$ cat src/rtl/us_slot_pkg.sv
package us_slot_pkg;
  typedef enum logic {
    SRC_SLOTTED = 1'b0,
    SRC_PIN     = 1'b1
  } start_src_e;
endpackage

$ cat src/rtl/us_slot_counter.sv
module us_slot_counter #(
  parameter int SLOT_W = 8,
  parameter int CPS_W  = 16
) (
  input  logic              clk,
  input  logic              rst_n,
  input  logic              marker,
  input  logic [CPS_W-1:0]  cps,
  output logic [SLOT_W-1:0] slot_cnt,
  output logic              slot_start
);
  localparam logic [SLOT_W-1:0] SLOT_MAX = {SLOT_W{1'b1}};

  logic [CPS_W-1:0]  tick_q, tick_d, tick_last;
  logic [SLOT_W-1:0] slot_q, slot_d;
  logic              fresh_q, fresh_d;

  always_comb tick_last = (cps == '0) ? '0 : cps - 1'b1;

  always_comb begin
    tick_d  = tick_q;
    slot_d  = slot_q;
    fresh_d = 1'b0;
    if (marker) begin
      tick_d  = '0;
      slot_d  = '0;
      fresh_d = 1'b1;
    end else if (tick_q >= tick_last) begin
      tick_d = '0;
      if (slot_q != SLOT_MAX) begin
        slot_d  = slot_q + 1'b1;
        fresh_d = 1'b1;
      end
    end else begin
      tick_d = tick_q + 1'b1;
    end
  end

  always_ff @(posedge clk or negedge rst_n) begin
    if (!rst_n) begin
      tick_q  <= '0;
      slot_q  <= '0;
      fresh_q <= 1'b1;
    end else begin
      tick_q  <= tick_d;
      slot_q  <= slot_d;
      fresh_q <= fresh_d;
    end
  end

  assign slot_cnt   = slot_q;
  assign slot_start = fresh_q;

  // marker clears the count and opens slot 0
  p_marker_zero_r2: assert property (@(posedge clk) disable iff (!rst_n)
    marker |=> (slot_cnt == '0) && slot_start);

  // count only steps by one or returns to zero
  p_slot_step_r3: assert property (@(posedge clk) disable iff (!rst_n)
    !$stable(slot_cnt) |-> ((slot_cnt == '0) || (slot_cnt == $past(slot_cnt) + 1'b1)));

  // saturated count holds without a marker
  p_sat_hold_r3: assert property (@(posedge clk) disable iff (!rst_n)
    ((slot_cnt == SLOT_MAX) && !marker) |=> ((slot_cnt == SLOT_MAX) && !slot_start));
endmodule

$ cat src/rtl/us_pin_toggle_det.sv
module us_pin_toggle_det (
  input  logic clk,
  input  logic rst_n,
  input  logic pin,
  output logic toggle
);
  logic meta_q, sync_q, last_q;

  always_ff @(posedge clk or negedge rst_n) begin
    if (!rst_n) begin
      meta_q <= 1'b0;
      sync_q <= 1'b0;
      last_q <= 1'b0;
    end else begin
      meta_q <= pin;
      sync_q <= meta_q;
      last_q <= sync_q;
    end
  end

  assign toggle = sync_q ^ last_q;
endmodule

$ cat src/rtl/us_burst_sched.sv
module us_burst_sched #(
  parameter int SLOT_W = 8,
  parameter int COMP_W = 16
) (
  input  logic              clk,
  input  logic              rst_n,
  input  logic              slotted_en,
  input  logic [SLOT_W-1:0] slot_cnt,
  input  logic              slot_start,
  input  logic              req_valid,
  input  logic [SLOT_W-1:0] req_slot,
  input  logic [COMP_W-1:0] req_comp,
  output logic              fire,
  output logic              pending
);
  logic              pend_q, pend_d;
  logic [SLOT_W-1:0] tgt_q, tgt_d;
  logic [COMP_W-1:0] comp_q, comp_d;
  logic              armed_q, armed_d;
  logic [COMP_W-1:0] dly_q, dly_d;
  logic              hit;

  always_comb hit = slotted_en & pend_q & slot_start & (slot_cnt == tgt_q);

  always_comb begin
    pend_d  = pend_q;
    tgt_d   = tgt_q;
    comp_d  = comp_q;
    armed_d = armed_q;
    dly_d   = dly_q;
    if (hit) pend_d = 1'b0;
    if (req_valid) begin
      pend_d = 1'b1;
      tgt_d  = req_slot;
      comp_d = req_comp;
    end
    if (hit) begin
      armed_d = 1'b1;
      dly_d   = comp_q;
    end else if (armed_q) begin
      if (dly_q == '0) armed_d = 1'b0;
      else             dly_d   = dly_q - 1'b1;
    end
  end

  always_ff @(posedge clk or negedge rst_n) begin
    if (!rst_n) begin
      pend_q  <= 1'b0;
      tgt_q   <= '0;
      comp_q  <= '0;
      armed_q <= 1'b0;
      dly_q   <= '0;
    end else begin
      pend_q  <= pend_d;
      tgt_q   <= tgt_d;
      comp_q  <= comp_d;
      armed_q <= armed_d;
      dly_q   <= dly_d;
    end
  end

  assign fire    = armed_q & (dly_q == '0);
  assign pending = pend_q;

  // a posted request always becomes the pending one
  p_replace_r7: assert property (@(posedge clk) disable iff (!rst_n)
    req_valid |=> (pend_q && (tgt_q == $past(req_slot)) && (comp_q == $past(req_comp))));

  // a consumed request leaves nothing pending
  p_pending_clear_r5: assert property (@(posedge clk) disable iff (!rst_n)
    (hit && !req_valid) |=> !pend_q);

  // the start pulse lasts a single cycle unless re-armed
  p_fire_one_r4: assert property (@(posedge clk) disable iff (!rst_n)
    (fire && !hit) |=> !fire);

  // pin mode never consumes a pending request
  p_hold_pending_r9: assert property (@(posedge clk) disable iff (!rst_n)
    (!slotted_en && pend_q && !req_valid) |=> pend_q);
endmodule

$ cat src/rtl/us_burst_slot_timer.sv
module us_burst_slot_timer #(
  parameter int SLOT_W = 8,
  parameter int CPS_W  = 16,
  parameter int COMP_W = 16
) (
  input  logic              clk,
  input  logic              rst_n,
  input  logic              ext_mode,
  input  logic [CPS_W-1:0]  clks_per_slot,
  input  logic              mrk_3ms,
  input  logic              req_valid,
  input  logic [SLOT_W-1:0] req_slot,
  input  logic [COMP_W-1:0] req_comp,
  input  logic              sync_pin,
  output logic              burst_start,
  output logic [SLOT_W-1:0] slot_count,
  output logic              req_pending
);
  import us_slot_pkg::*;

  start_src_e        src;
  logic [SLOT_W-1:0] slot_cnt;
  logic              slot_start;
  logic              sched_fire;
  logic              pin_toggle;

  assign src = start_src_e'(ext_mode);

  us_slot_counter #(.SLOT_W(SLOT_W), .CPS_W(CPS_W)) u_cnt (
    .clk        (clk),
    .rst_n      (rst_n),
    .marker     (mrk_3ms),
    .cps        (clks_per_slot),
    .slot_cnt   (slot_cnt),
    .slot_start (slot_start)
  );

  us_burst_sched #(.SLOT_W(SLOT_W), .COMP_W(COMP_W)) u_sched (
    .clk        (clk),
    .rst_n      (rst_n),
    .slotted_en (src == SRC_SLOTTED),
    .slot_cnt   (slot_cnt),
    .slot_start (slot_start),
    .req_valid  (req_valid),
    .req_slot   (req_slot),
    .req_comp   (req_comp),
    .fire       (sched_fire),
    .pending    (req_pending)
  );

  us_pin_toggle_det u_pin (
    .clk    (clk),
    .rst_n  (rst_n),
    .pin    (sync_pin),
    .toggle (pin_toggle)
  );

  assign burst_start = (src == SRC_PIN) ? pin_toggle : sched_fire;
  assign slot_count  = slot_cnt;
endmodule

$ cat config.mk
export PLATFORM = sky130hd
export DESIGN_NAME = us_burst_slot_timer
export DESIGN_NICKNAME = d
export VERILOG_FILES = /design/src/rtl/us_slot_pkg.sv /design/src/rtl/us_slot_counter.sv /design/src/rtl/us_pin_toggle_det.sv /design/src/rtl/us_burst_sched.sv /design/src/rtl/us_burst_slot_timer.sv
export SDC_FILE = /design/constraint.sdc
export NUM_CORES = 1
export LEC_CHECK = 0
export BUFFER_PORTS_ARGS = -buffer_cell sky130_fd_sc_hd__buf_2
export CAP_MARGIN = 20
export CELL_PAD_IN_SITES_DETAIL_PLACEMENT = 0
export CELL_PAD_IN_SITES_GLOBAL_PLACEMENT = 1
export CORE_MARGIN = 10
export CORE_UTILIZATION = 46
export DETAILED_ROUTE_END_ITERATION = 6
export MAX_ROUTING_LAYER = met4
export PLACE_DENSITY = 0.84
export SETUP_SLACK_MARGIN = 0.2
export SLEW_MARGIN = 15
export SYNTH_ARGS = -nofsm -noshare
export SYNTH_HDL_FRONTEND = slang
export SYNTH_HIERARCHICAL = 1
export SYNTH_SLANG_ARGS = --single-unit
$ cat constraint.sdc
create_clock -name clk -period 2.6 [get_ports clk]
set_input_delay 0.26 -clock clk [delete_from_list [all_inputs] [get_ports clk]]
set_output_delay 0.26 -clock clk [all_outputs]
set_load 0.05 [all_outputs]
==> results of run 1 <==
==> where the power goes <==
part	total (mW)	switching, mW	internal (mW)
Combinational	0.582	0.298	0.284
Sequential	1.38	0.162	1.22
Clock	0.961	0.418	0.542
Total	2.92	0.879	2.05
==> synthesized netlist by cell type (2+ instances only) <==
cell | count | share of area [%]
ha_1 | 21 | 6.2
nand2b_1 | 3 | 0.44
nand2_1 | 30 | 2.6
xor2_1 | 13 | 2.7
a31oi_1 | 11 | 1.6
nor2_1 | 26 | 2.3
nor2b_1 | 2 | 0.29
and3_1 | 3 | 0.44
a211o_1 | 2 | 0.41
nand4_1 | 9 | 1.3
nand2_2 | 2 | 0.29
buf_1 | 2 | 0.18
inv_1 | 14 | 1.2
nand3_1 | 17 | 2.0
o211ai_1 | 4 | 0.71
nand3b_1 | 2 | 0.35
or3_1 | 4 | 0.59
buf_2 | 2 | 0.24
clkbuf_1 | 5 | 0.44
a21oi_1 | 9 | 1.1
nor2_2 | 2 | 0.29
dfrtp_1 | 69 | 41
mux2i_1 | 2 | 0.47
o31ai_1 | 7 | 1.2
nor3_1 | 6 | 0.71
a41oi_1 | 2 | 0.41
mux2_2 | 33 | 8.7
o21ai_0 | 6 | 0.71
xnor2_1 | 25 | 5.1
nor2_4 | 8 | 2.1
nor4_1 | 14 | 2.1
or4_1 | 7 | 1.2
or4_4 | 2 | 0.53
nor4_4 | 2 | 1.0
buf_6 | 4 | 1.1
a21o_1 | 2 | 0.35
==> timing repair <==
action                                  4_1_cts  5_1_grt
cloned                                        1        0
pin swaps                                    11        7
hold buffers                                  2        0
buffers inserted                              7        1
resized for setup                            15       15
endpoints found under the setup margin       25       26
hold endpoints to repair                     24        0
==> cells by family after synthesis <==
kind of cell	Yosys count	synth area share, %
DFF	70	41.2
buffers and inverters	29	3.82
muxes	36	9.55
adders and majority gates	21	6.17
xor gates and xnor gates	38	7.81
and+or+nand+nor	153	21.8
AOI/OAI and AO/OA	54	9.70
==> cell type report <==
class | count | area (um^2)
clock buffer | 11 | 131
clock inverter | 5 | 83.8
fill | 784 | 3740
inverter | 14 | 52.6
multi-input combinational | 303 | 2510
sequential | 70 | 1750
tap | 111 | 139
timing repair buffer | 105 | 699
==> routing by layer <==
layer	wire, um	global-route usage (%)	vias to the layer above
met5	0	-	-
met4	106	4.25	0
met3	305	3.44	15
met2	5370	27.9	63
met1	4090	17.9	1684
li1	-	-	1673
==> registers in the layout, summed over array words and instances (netlist names) <==
signal / flops
u_cnt/slot_start: 1
u_pin/sync_q: 1
u_sched/dly_q: 16
u_pin/meta_q: 1
u_sched/armed_q: 1
u_cnt/tick_q: 16
u_sched/comp_q: 16
u_sched/tgt_q: 8
u_cnt/slot_cnt: 8
u_pin/last_q: 1
u_sched/pending: 1
==> per-stage QoR <==
step	hold WS (ns)	utilization, %
CTS	0.118	58.1
global route	0.121	58.9
global placement	0.282	53.8
detailed placement	0.291	53.8
floorplan	-0.0356	-
finish	0.130	58.9
==> worst max-delay path, cell delays in order <==
cell	delay, ns
buf_8	0.10
nor4_4	0.33
buf_4	0.19
nand2_4	0.05
or4b_4	0.51
nor3_4	0.13
a21oi_2	0.05
ha_1	0.28
nand2_2	0.13
nor2_4	0.05
a2111oi_4	0.19
buf_4	0.19
nand3_4	0.12
and4bb_1	0.26
nor3_2	0.16
==> worst min-delay path by stage <==
stage	end	cells past startpoint	start	slack, ns
2_1_floorplan	u_cnt/slot_cnt[0]	0	rst_n	-0.04
3_3_place_gp	u_sched/comp_q[10]	1	rst_n	0.28
3_5_place_dp	u_pin/last_q	1	rst_n	0.29
4_1_cts	u_sched/comp_q[10]	2	req_comp[10]	0.12
5_1_grt	u_sched/comp_q[13]	2	req_comp[13]	0.12
6_report	u_sched/comp_q[5]	2	req_comp[5]	0.13
==> out/results.ini, run 1 <==
[placement]
post-place-ws_ns = -0.542
hpwl_um = 7350
port-buffer-count = 55
placedInstanceArea_um2 = 4900
placedCellCount = 592
gp_congestion = 0.832

[clocking]
cts_sinks = 70
root_buffer = clkbuf_8
clk_pin_slew_ns = 0.08
clk_latency_ns = 0.35
cts_buffers = 9
cts_tree = built
cts_max_level = 3
cts.path.max_buffers = 2

[timing]
finalCritPeriodShare_pct = 104
setup_viol = 23
tns_ns = -1.42
hold_viol_final = 0
rsz0062_at_grt = yes
fmax_mhz = 369
finClkSkew_ns = 0.0124
fin_ws_ns = -0.113
period_needed_ns = 2.71
finalMaxSlewViolations = 0
tightest_slew_ns = 0.740
slew_headroom_pct = 50.7

[drt]
route.detailed.drc = 0
dr.first_iter.drc_count = 130
via_per_inst = 5.55
wl_per_cell_um = 16.0
first_pass_iters = 5
routed-via-count = 3435
drt_wl_total_um = 9870
ant_nets = 0

[die]
pin_count = 56
die_area_um2 = 13500
dieHeight_um = 116
row_count = 35
core_um2 = 9110
chipWidth_um = 116
initial_core_util_pct = 46.8

[setup_path]
r2r-start = u_sched/dly_q[14]
worstPathMaxFanout = 6
r2r_end = u_sched/dly_q[13]
critPathKind = in2reg
critPathCapture = u_cnt/slot_cnt[7]
end_kind = flop
startpoint_type = input port
critical_path.startpoint = clks_per_slot[3]
reg2reg_depth = 5
cp.required_ns = 2.87
r2r_setup_slack_ns = 0.38
crit_arrival_ns = 2.98

[cells_and_area]
area_growth_pct = 26.0
final_cells = 619
layout_common_cells = dfrtp_1 (69), buf_2 (53), buf_4 (44)
fin_nets = 570
n_antenna_cell = 0
drive_gt1_share_pct = 39.4
final_area_um2 = 5370
mostFrequentLayoutCell = dfrtp_1

[logic_synthesis]
synth-main-ff-cell = dfrtp_1
avgSynthCellArea_um2 = 10.6
synth_fp_nets = 468
ys_warn_count = 6
netlist_area_um2 = 4260
synthCells = 401
ys_seq_area_share_pct = 41.2
ys_seq_elements = 70
synthArstFlopShare_pct = 100
ys_types = 65
synth_edf_count = 0

[status]
status = finished, violations left
violations = negative setup slack

[run]
cap_violations = 0

[global_routing]
antenna_found_initial = 0
grt_use_total_pct = 15.9
grt_overflow_total = 0
first_global_vias = 3561
grt_first_pass_wirelength_um = 17000
grt_start_max_net_pins = 48

[worst_hold_path]
min_path_type = in2reg

[power]
ir_drop_mv = 0.510
fin_total_pwr_mw = 2.92
p_leak_nw = 2.36
power.density_nw_per_um2 = 545

Note: power is estimated with default switching activity, not from simulation.
==> inputs of run 2 (changes only) <==
==> constraint.sdc (replaced) <==
create_clock -name clk -period 2.6 [get_ports clk]
set_input_delay 0.13 -clock clk [delete_from_list [all_inputs] [get_ports clk]]
set_output_delay 0.13 -clock clk [all_outputs]
set_load 0.05 [all_outputs]
==> run 2 against run 1 <==
The run ends with negative hold slack, negative setup slack left. Sequential cell count did not move. Clock power fell by 16%. Global-route usage fell by 0.13 points. Worst hold slack worse by 0.16 ns.
==> out/results.ini, run 2 (synthesis gave the netlist of run 1 again) <==
[status]
status = finished, violations left
violations = negative hold slack, negative setup slack

[placement]
hpwl_um = 7310  ; -0.56%
port-buffer-count = 55  ; unchanged
gp_congestion = 0.846  ; +1.7%
post-place-ws_ns = -0.423  ; +0.118 ns

[cells_and_area]
fill_cells = 779  ; -0.64%
layout_common_cells = dfrtp_1 (69), buf_2 (53), buf_4 (47)
area_growth_pct = 27.6
drive_gt1_share_pct = 40.2  ; +0.86 points
n_antenna_cell = 0  ; unchanged
mostFrequentLayoutCell = dfrtp_1
fin_nets = 579  ; +1.6%
reg.largest.list = u_cnt/tick_q x16, u_sched/comp_q x16, u_sched/dly_q x16

[power]
ir_drop_mv = 0.360  ; -30%
p_leak_nw = 2.38  ; +1.0%
power.density_nw_per_um2 = 512  ; -6.1%

[drt]
routed-via-count = 3453  ; +0.52%
first_pass_iters = 4  ; -1
wl_per_cell_um = 16.2  ; +1.4%
ant_nets = 0  ; unchanged
via_per_inst = 5.50  ; -0.92%
dr.first_iter.drc_count = 223  ; +72%
drt_wl_total_um = 10200  ; +2.9%
route.detailed.drc = 0  ; unchanged

[global_routing]
first_global_vias = 3578  ; +0.48%
grt_start_max_net_pins = 71  ; +48%
antenna_found_initial = 0  ; unchanged
grt_use_total_pct = 15.8  ; -0.13 points
grt_first_pass_wirelength_um = 16800  ; -1.0%
grt_overflow_total = 0  ; unchanged

[clocking]
cts_sinks = 70  ; unchanged
cts_buffers = 9  ; unchanged
root_buffer = clkbuf_8
cts_tree = built
cts_max_level = 3  ; unchanged
clk_pin_slew_ns = 0.09  ; about the same
clk_latency_ns = 0.34  ; about the same
cts.path.max_buffers = 2  ; unchanged

[setup_path]
startpoint_type = input port
end_kind = flop
reg2reg_depth = 7  ; +2
cp.required_ns = 2.87  ; about the same
worstPathMaxFanout = 8  ; +2
r2r_setup_slack_ns = 0.39  ; about the same
crit_arrival_ns = 2.89  ; -0.09 ns
critPathKind = in2reg

[timing]
fmax_mhz = 381  ; +3.2%
slew_headroom_pct = 42.1  ; -8.6 points
period_needed_ns = 2.63  ; -0.0852 ns
finalMaxSlewViolations = 0  ; unchanged
finalCritPeriodShare_pct = 101  ; -3.3 points
timing.hold.ws_ns = -0.0296  ; -0.160 ns
rsz0062_at_grt = yes
finClkSkew_ns = 0.0199  ; +0.00746 ns
fin_ws_ns = -0.0279  ; +0.0852 ns
tns_ns = -0.150  ; +1.27 ns
tightest_slew_ns = 0.869  ; +0.129 ns
setup_viol = 8  ; -65%
hold_viol_final = 15  ; +15

[run]
cap_violations = 0  ; unchanged

[die]
dieHeight_um = 116  ; unchanged
chipWidth_um = 116  ; unchanged
initial_core_util_pct = 46.8  ; unchanged
core_um2 = 9110  ; unchanged
pin_count = 56  ; unchanged
die_area_um2 = 13500  ; unchanged
row_count = 35  ; unchanged

[worst_hold_path]
min_path_type = in2async

## run 2: cell count changes in the layout (fill, tap and decap cells not counted), sizes merged
| cell | change |
|---|---|
| buf | +4 |
| bufinv | -2 |
| clkbuf | -1 |
| clkinv | +1 |
| clkinvlp | +1 |
| dlygate4sd3 | +5 |
| inv | +1 |
## run 2: what timing repair did
action / in CTS / in global routing
resized for setup: 18 / 17
pin swaps: 3 / 13
endpoints found under the hold margin: 2 / 5
cloned: 1 / 0
hold buffers: 2 / 5
setup endpoints to repair: 25 / 25
buffers inserted: 5 / 8
## run 2: worst paths after layout
| check | end | from |
|---|---|---|
| hold / removal | u_sched/comp_q[8] | rst_n |
| setup / recovery | u_cnt/tick_q[8] | clks_per_slot[3] |
| setup reg to reg | u_sched/dly_q[13] | u_sched/dly_q[0] |
| min in group clk | u_sched/comp_q[8] | req_comp[8] |
| max in group asynchronous | u_cnt/tick_q[7] | rst_n |
| hold reg to reg | u_pin/sync_q | u_pin/meta_q |
## run 2: area by class of cell
type,instances,area (um^2),area share [%]
inverters,14,52.6,0.967
well taps,111,139,2.56
clock inverters,6,45.0,0.829
clock buffers,10,138,2.53
multi-input cells,303,2530,46.5
flip-flops and latches,70,1750,32.3
repair buffers,114,779,14.3
## run 2: critical path, cell delays in order
cell	delay, ns
buf_8	0.10
nor4_4	0.32
buf_4	0.20
nand2_4	0.05
or4b_4	0.51
nor3_4	0.14
a21oi_2	0.05
ha_1	0.28
nand2_2	0.12
nor2_1	0.08
a22oi_2	0.20
buf_6	0.14
nand3_4	0.12
buf_4	0.19
buf_12	0.15
nor2_4	0.10
## run 2: routing by layer
metal | track usage, % | share of wire, %
met3 | 3.95 | 3.7
met1 | 18.3 | 42
met2 | 27.1 | 54
met5 | - | 0
met4 | 3.25 | 0.90
## run 2: stage by stage
| step | power, mW | cells | hold slack [ns] | cell area, um^2 | util [%] |
|---|---|---|---|---|---|
| floorplan | 1.75 | 401 | -0.166 | 4290 | - |
| global placement | 1.93 | 591 | 0.241 | 4880 | 53.6 |
| detailed placement | 1.95 | 591 | 0.239 | 4880 | 53.6 |
| CTS | 2.77 | 615 | 0.000397 | 5230 | 57.4 |
| global route | 2.95 | 628 | 0.000304 | 5440 | 59.7 |
| finish | 2.78 | 628 | -0.0296 | 5440 | 59.7 |
## run 2: report_power, final
| part | internal [mW] | leakage [nW] | switching (mW) |
|---|---|---|---|
| Clock | 0.375 | 0.0849 | 0.433 |
| Combinational | 0.296 | 1.44 | 0.306 |
| Sequential | 1.22 | 0.854 | 0.152 |
==> inputs of run 3 (changes only) <==
--- a/config.mk
+++ b/config.mk
@@ -5,13 +5,16 @@
 export SDC_FILE = /design/constraint.sdc
 export NUM_CORES = 1
 export LEC_CHECK = 0
+export ABC_AREA = 1
 export BUFFER_PORTS_ARGS = -buffer_cell sky130_fd_sc_hd__buf_2
 export CAP_MARGIN = 20
 export CELL_PAD_IN_SITES_DETAIL_PLACEMENT = 0
 export CELL_PAD_IN_SITES_GLOBAL_PLACEMENT = 1
 export CORE_MARGIN = 10
-export CORE_UTILIZATION = 46
+export CORE_UTILIZATION = 43
+export CTS_CLUSTER_DIAMETER = 200
 export DETAILED_ROUTE_END_ITERATION = 6
+export HOLD_SLACK_MARGIN = 0.08
 export MAX_ROUTING_LAYER = met4
 export PLACE_DENSITY = 0.84
 export SETUP_SLACK_MARGIN = 0.2
==> run 3 against run 2 <==
Clock-buffer cell count increased by 1. Synthesized area increased by 11%. The flow now finishes without violations. Critical endpoint is now u_cnt/tick_q[7]. Largest power group unchanged. Routed wire length increased by 15%. Sequential share of layout area decreased by 1.1 points.
==> out/results.ini, run 3 <==
[status]
status = finished, final reports clean

[clocking]
root_buffer = clkbuf_8
cts_max_level = 3  ; unchanged
cts.path.max_buffers = 2  ; unchanged
post-cts-setup-buffers = 0  ; -5
cts_buffers = 9  ; unchanged
cts_tree = built
clk_pin_slew_ns = 0.07  ; -0.02 ns
clk_latency_ns = 0.35  ; about the same
cts_sinks = 70  ; unchanged

[setup_path]
crit_slowest_cell = ha_1
critPathTopFamily = simple AND/OR/NAND/NOR gates
startpoint_type = input port
crit_arrival_ns = 2.40  ; -0.49 ns
crit_buf_inv = 4  ; -1
worstPathMaxFanout = 11  ; +3
max_stage_delay_ns = 0.26  ; -0.25 ns
end_kind = flop
worstPathCellList = buf_2, inv_1, ha_1, nand2_2, nor2_1, inv_1, nor2_4, nand4_1, o211ai_1, ha_1, nand2_1, o21bai_1, a21oi_2, nand2_4, buf_4, nor3_2
reg2reg_depth = 7  ; unchanged
crit_cells = 16  ; unchanged
critPathKind = in2reg
cp.required_ns = 2.87  ; about the same

[drt]
drt_wl_total_um = 11700  ; +15%
via_per_inst = 4.96  ; -9.9%
ant_nets = 0  ; unchanged
wl_per_cell_um = 13.4  ; -17%
first_pass_iters = 5  ; +1
route.detailed.drc = 0  ; unchanged
dr.first_iter.drc_count = 265  ; +19%
routed-via-count = 4316  ; +25%

[cells_and_area]
layout_common_cells = nand2_1 (213), nor2_1 (70), dfrtp_1 (69)
drive_gt1_share_pct = 19.2  ; -21 points
mostFrequentLayoutCell = nand2_1
n_antenna_cell = 0  ; unchanged
reg.largest.list = u_cnt/tick_q x16, u_sched/comp_q x16, u_sched/dly_q x16
fill_cells = 1048  ; +35%
fin_nets = 793  ; +37%
final_core_util_pct = 51.9  ; -7.8 points
area_growth_pct = 18.6

[logic_synthesis]
synth_edf_count = 0  ; unchanged
ys_types = 41  ; -37%
synth-main-ff-cell = dfrtp_1
ys_seq_elements = 70  ; unchanged
synth_fp_nets = 706  ; +51%
yosys.area.top_type_share_pct = 36.4  ; -4.1 points
netlist_area_um2 = 4740  ; +11%
avgSynthCellArea_um2 = 7.42  ; -30%
ys_seq_area_share_pct = 37.0  ; -4.2 points
synthCells = 639  ; +59%
yosysMostFrequentCell = nand2_1
synthArstFlopShare_pct = 100  ; unchanged
synth_common_cells = nand2_1 (213), nor2_1 (70), dfrtp_1 (69)
synthTopCellsByArea = dfrtp_1 (36%), nand2_1 (17%), nand3_1 (6.3%)
synth_area_leader_cell = dfrtp_1
ys_warn_count = 6  ; unchanged

[power]
power.density_nw_per_um2 = 645  ; +26%
p_int_mw = 2.21  ; +17%
power_frac_comb_pct = 38.1  ; +16 points
p_sw_mw = 1.42  ; +59%
sw_frac_of_total_pct = 39.1  ; +7.1 points
p_leak_nw = 2.95  ; +24%
p_seq_share_pct = 38.8  ; -11 points
ir_drop_mv = 0.330  ; -8.4%
power_frac_clock_pct = 23.2  ; -5.8 points

[timing]
period_needed_ns = 2.12  ; -0.504 ns
tns_ns = 0  ; +0.150 ns
finalCritPeriodShare_pct = 81.7  ; -19 points
finClkSkew_ns = 0.00595  ; -0.0139 ns
hold_viol_final = 0  ; -15
tightest_slew_ns = 0.885  ; +0.0159 ns
finalMaxSlewViolations = 0  ; unchanged
fmax_mhz = 471  ; +24%
rsz0062_at_grt = no
slew_headroom_pct = 41.0  ; -1.1 points
setup_viol = 0  ; -8

[placement]
gp_congestion = 0.910  ; +7.5%
port-buffer-count = 55  ; unchanged
hpwl_um = 8730  ; +19%

[die]
row_count = 38  ; +8.6%
chipWidth_um = 125  ; +7.6%
initial_core_util_pct = 43.7  ; -3.0 points
core_um2 = 10800  ; +19%
die_area_um2 = 15600  ; +16%
pin_count = 56  ; unchanged
dieHeight_um = 125  ; +7.6%

[global_routing]
grt_start_max_net_pins = 71  ; unchanged
grt_use_total_pct = 15.5  ; -0.30 points
first_global_vias = 4269  ; +19%
antenna_found_initial = 0  ; unchanged
grt_overflow_total = 0  ; unchanged
grt_first_pass_wirelength_um = 20300  ; +21%

[worst_hold_path]
min_path_type = in2reg
hold_depth = 4

[run]
cap_violations = 0  ; unchanged

-- run 3: cell types whose count changed after synthesis, sizes merged, moves of 8 or more --
| cell | previous run | this run |
|---|---|---|
| a31oi | 11 | 3 |
| inv | 14 | 63 |
| mux2 | 34 | 0 |
| nand2 | 32 | 226 |
| nand3 | 18 | 81 |
| nor2 | 36 | 80 |
| nor4 | 17 | 2 |
| or4 | 9 | 0 |
| xnor2 | 25 | 10 |
-- run 3: per-stage QoR --
| stage | hold WS (ns) | total power, mW | cell area (um^2) | instances | setup slack [ns] |
|---|---|---|---|---|---|
| 2_1_floorplan | -0.166 | 2.48 | 4740 | 639 | 0.501 |
| 3_3_place_gp | 0.250 | 2.75 | 5170 | 829 | 0.0695 |
| 3_5_place_dp | 0.240 | 2.77 | 5170 | 829 | 0.0563 |
| 4_1_cts | 0.127 | 3.67 | 5610 | 871 | 0.432 |
| 5_1_grt | 0.155 | 3.91 | 5620 | 871 | 0.226 |
| 6_report | 0.132 | 3.63 | 5620 | 871 | 0.476 |
-- run 3: repair_timing --
action | in CTS | in global routing
hold buffers | 26 | 0
endpoints found under the setup margin | 0 | 24
resized for setup | 0 | 3
hold endpoints to repair | 94 | 0
-- run 3: power by group through the flow --
stage	registers (mW)	clock network, mW	logic [mW]
after floorplan	1.40	0	1.08
after global placement	1.42	0	1.33
after detailed placement	1.42	0	1.35
after CTS	1.40	0.875	1.39
after global routing	1.43	0.909	1.57
final	1.41	0.841	1.38
-- run 3: cell families after synthesis --
logic type	after synthesis	share of synthesized area [%]
buffers and inverters	76	6.91
AND/OR/NAND/NOR	418	42.5
flip-flops	70	37.0
AO/OA/AOI/OAI	29	3.51
XOR/XNOR	25	4.62
adder cells (fa/ha/maj)	21	5.54
-- run 3: area by class of cell --
type                       count  area (um^2)  share of cell area (%)
multi-input combinational    493         2680                    47.6
sequential                    70         1750                    31.2
timing repair buffer          89          596                    10.6
inverter                      63          241                    4.29
tap                          140          175                    3.11
clock buffer                  11          131                    2.34
clock inverter                 5         50.0                   0.890
-- run 3: worst reg2reg max path: stages (launching register included) --
cell and delay (ns):
dfrtp_1 0.50, xnor2_1 0.24, nand3_1 0.09, nor2_1 0.20, nand2_2 0.31, inv_2 0.35
nand2_1 0.11, nand3_1 0.10
-- run 3: worst paths after layout --
check	startpoint	to	slack, ns
hold / removal	mrk_3ms	u_cnt/slot_cnt[7]	0.13
setup / recovery	clks_per_slot[0]	u_cnt/tick_q[7]	0.48
min in group asynchronous	rst_n	u_sched/tgt_q[7]	0.50
max in group asynchronous	rst_n	u_sched/dly_q[8]	1.50
hold reg to reg	u_pin/meta_q	u_pin/sync_q	0.38
setup reg to reg	u_cnt/slot_cnt[6]	u_sched/dly_q[0]	0.64
-- run 3: metal layers --
metal / up-vias / routed length (um) / global-route usage, %
met1: 2007 / 5720 / 20.1
met2: 82 / 5430 / 23.8
met5: - / 0 / -
met4: 0 / 113 / 4.07
met3: 14 / 440 / 3.55
li1: 2213 / - / -
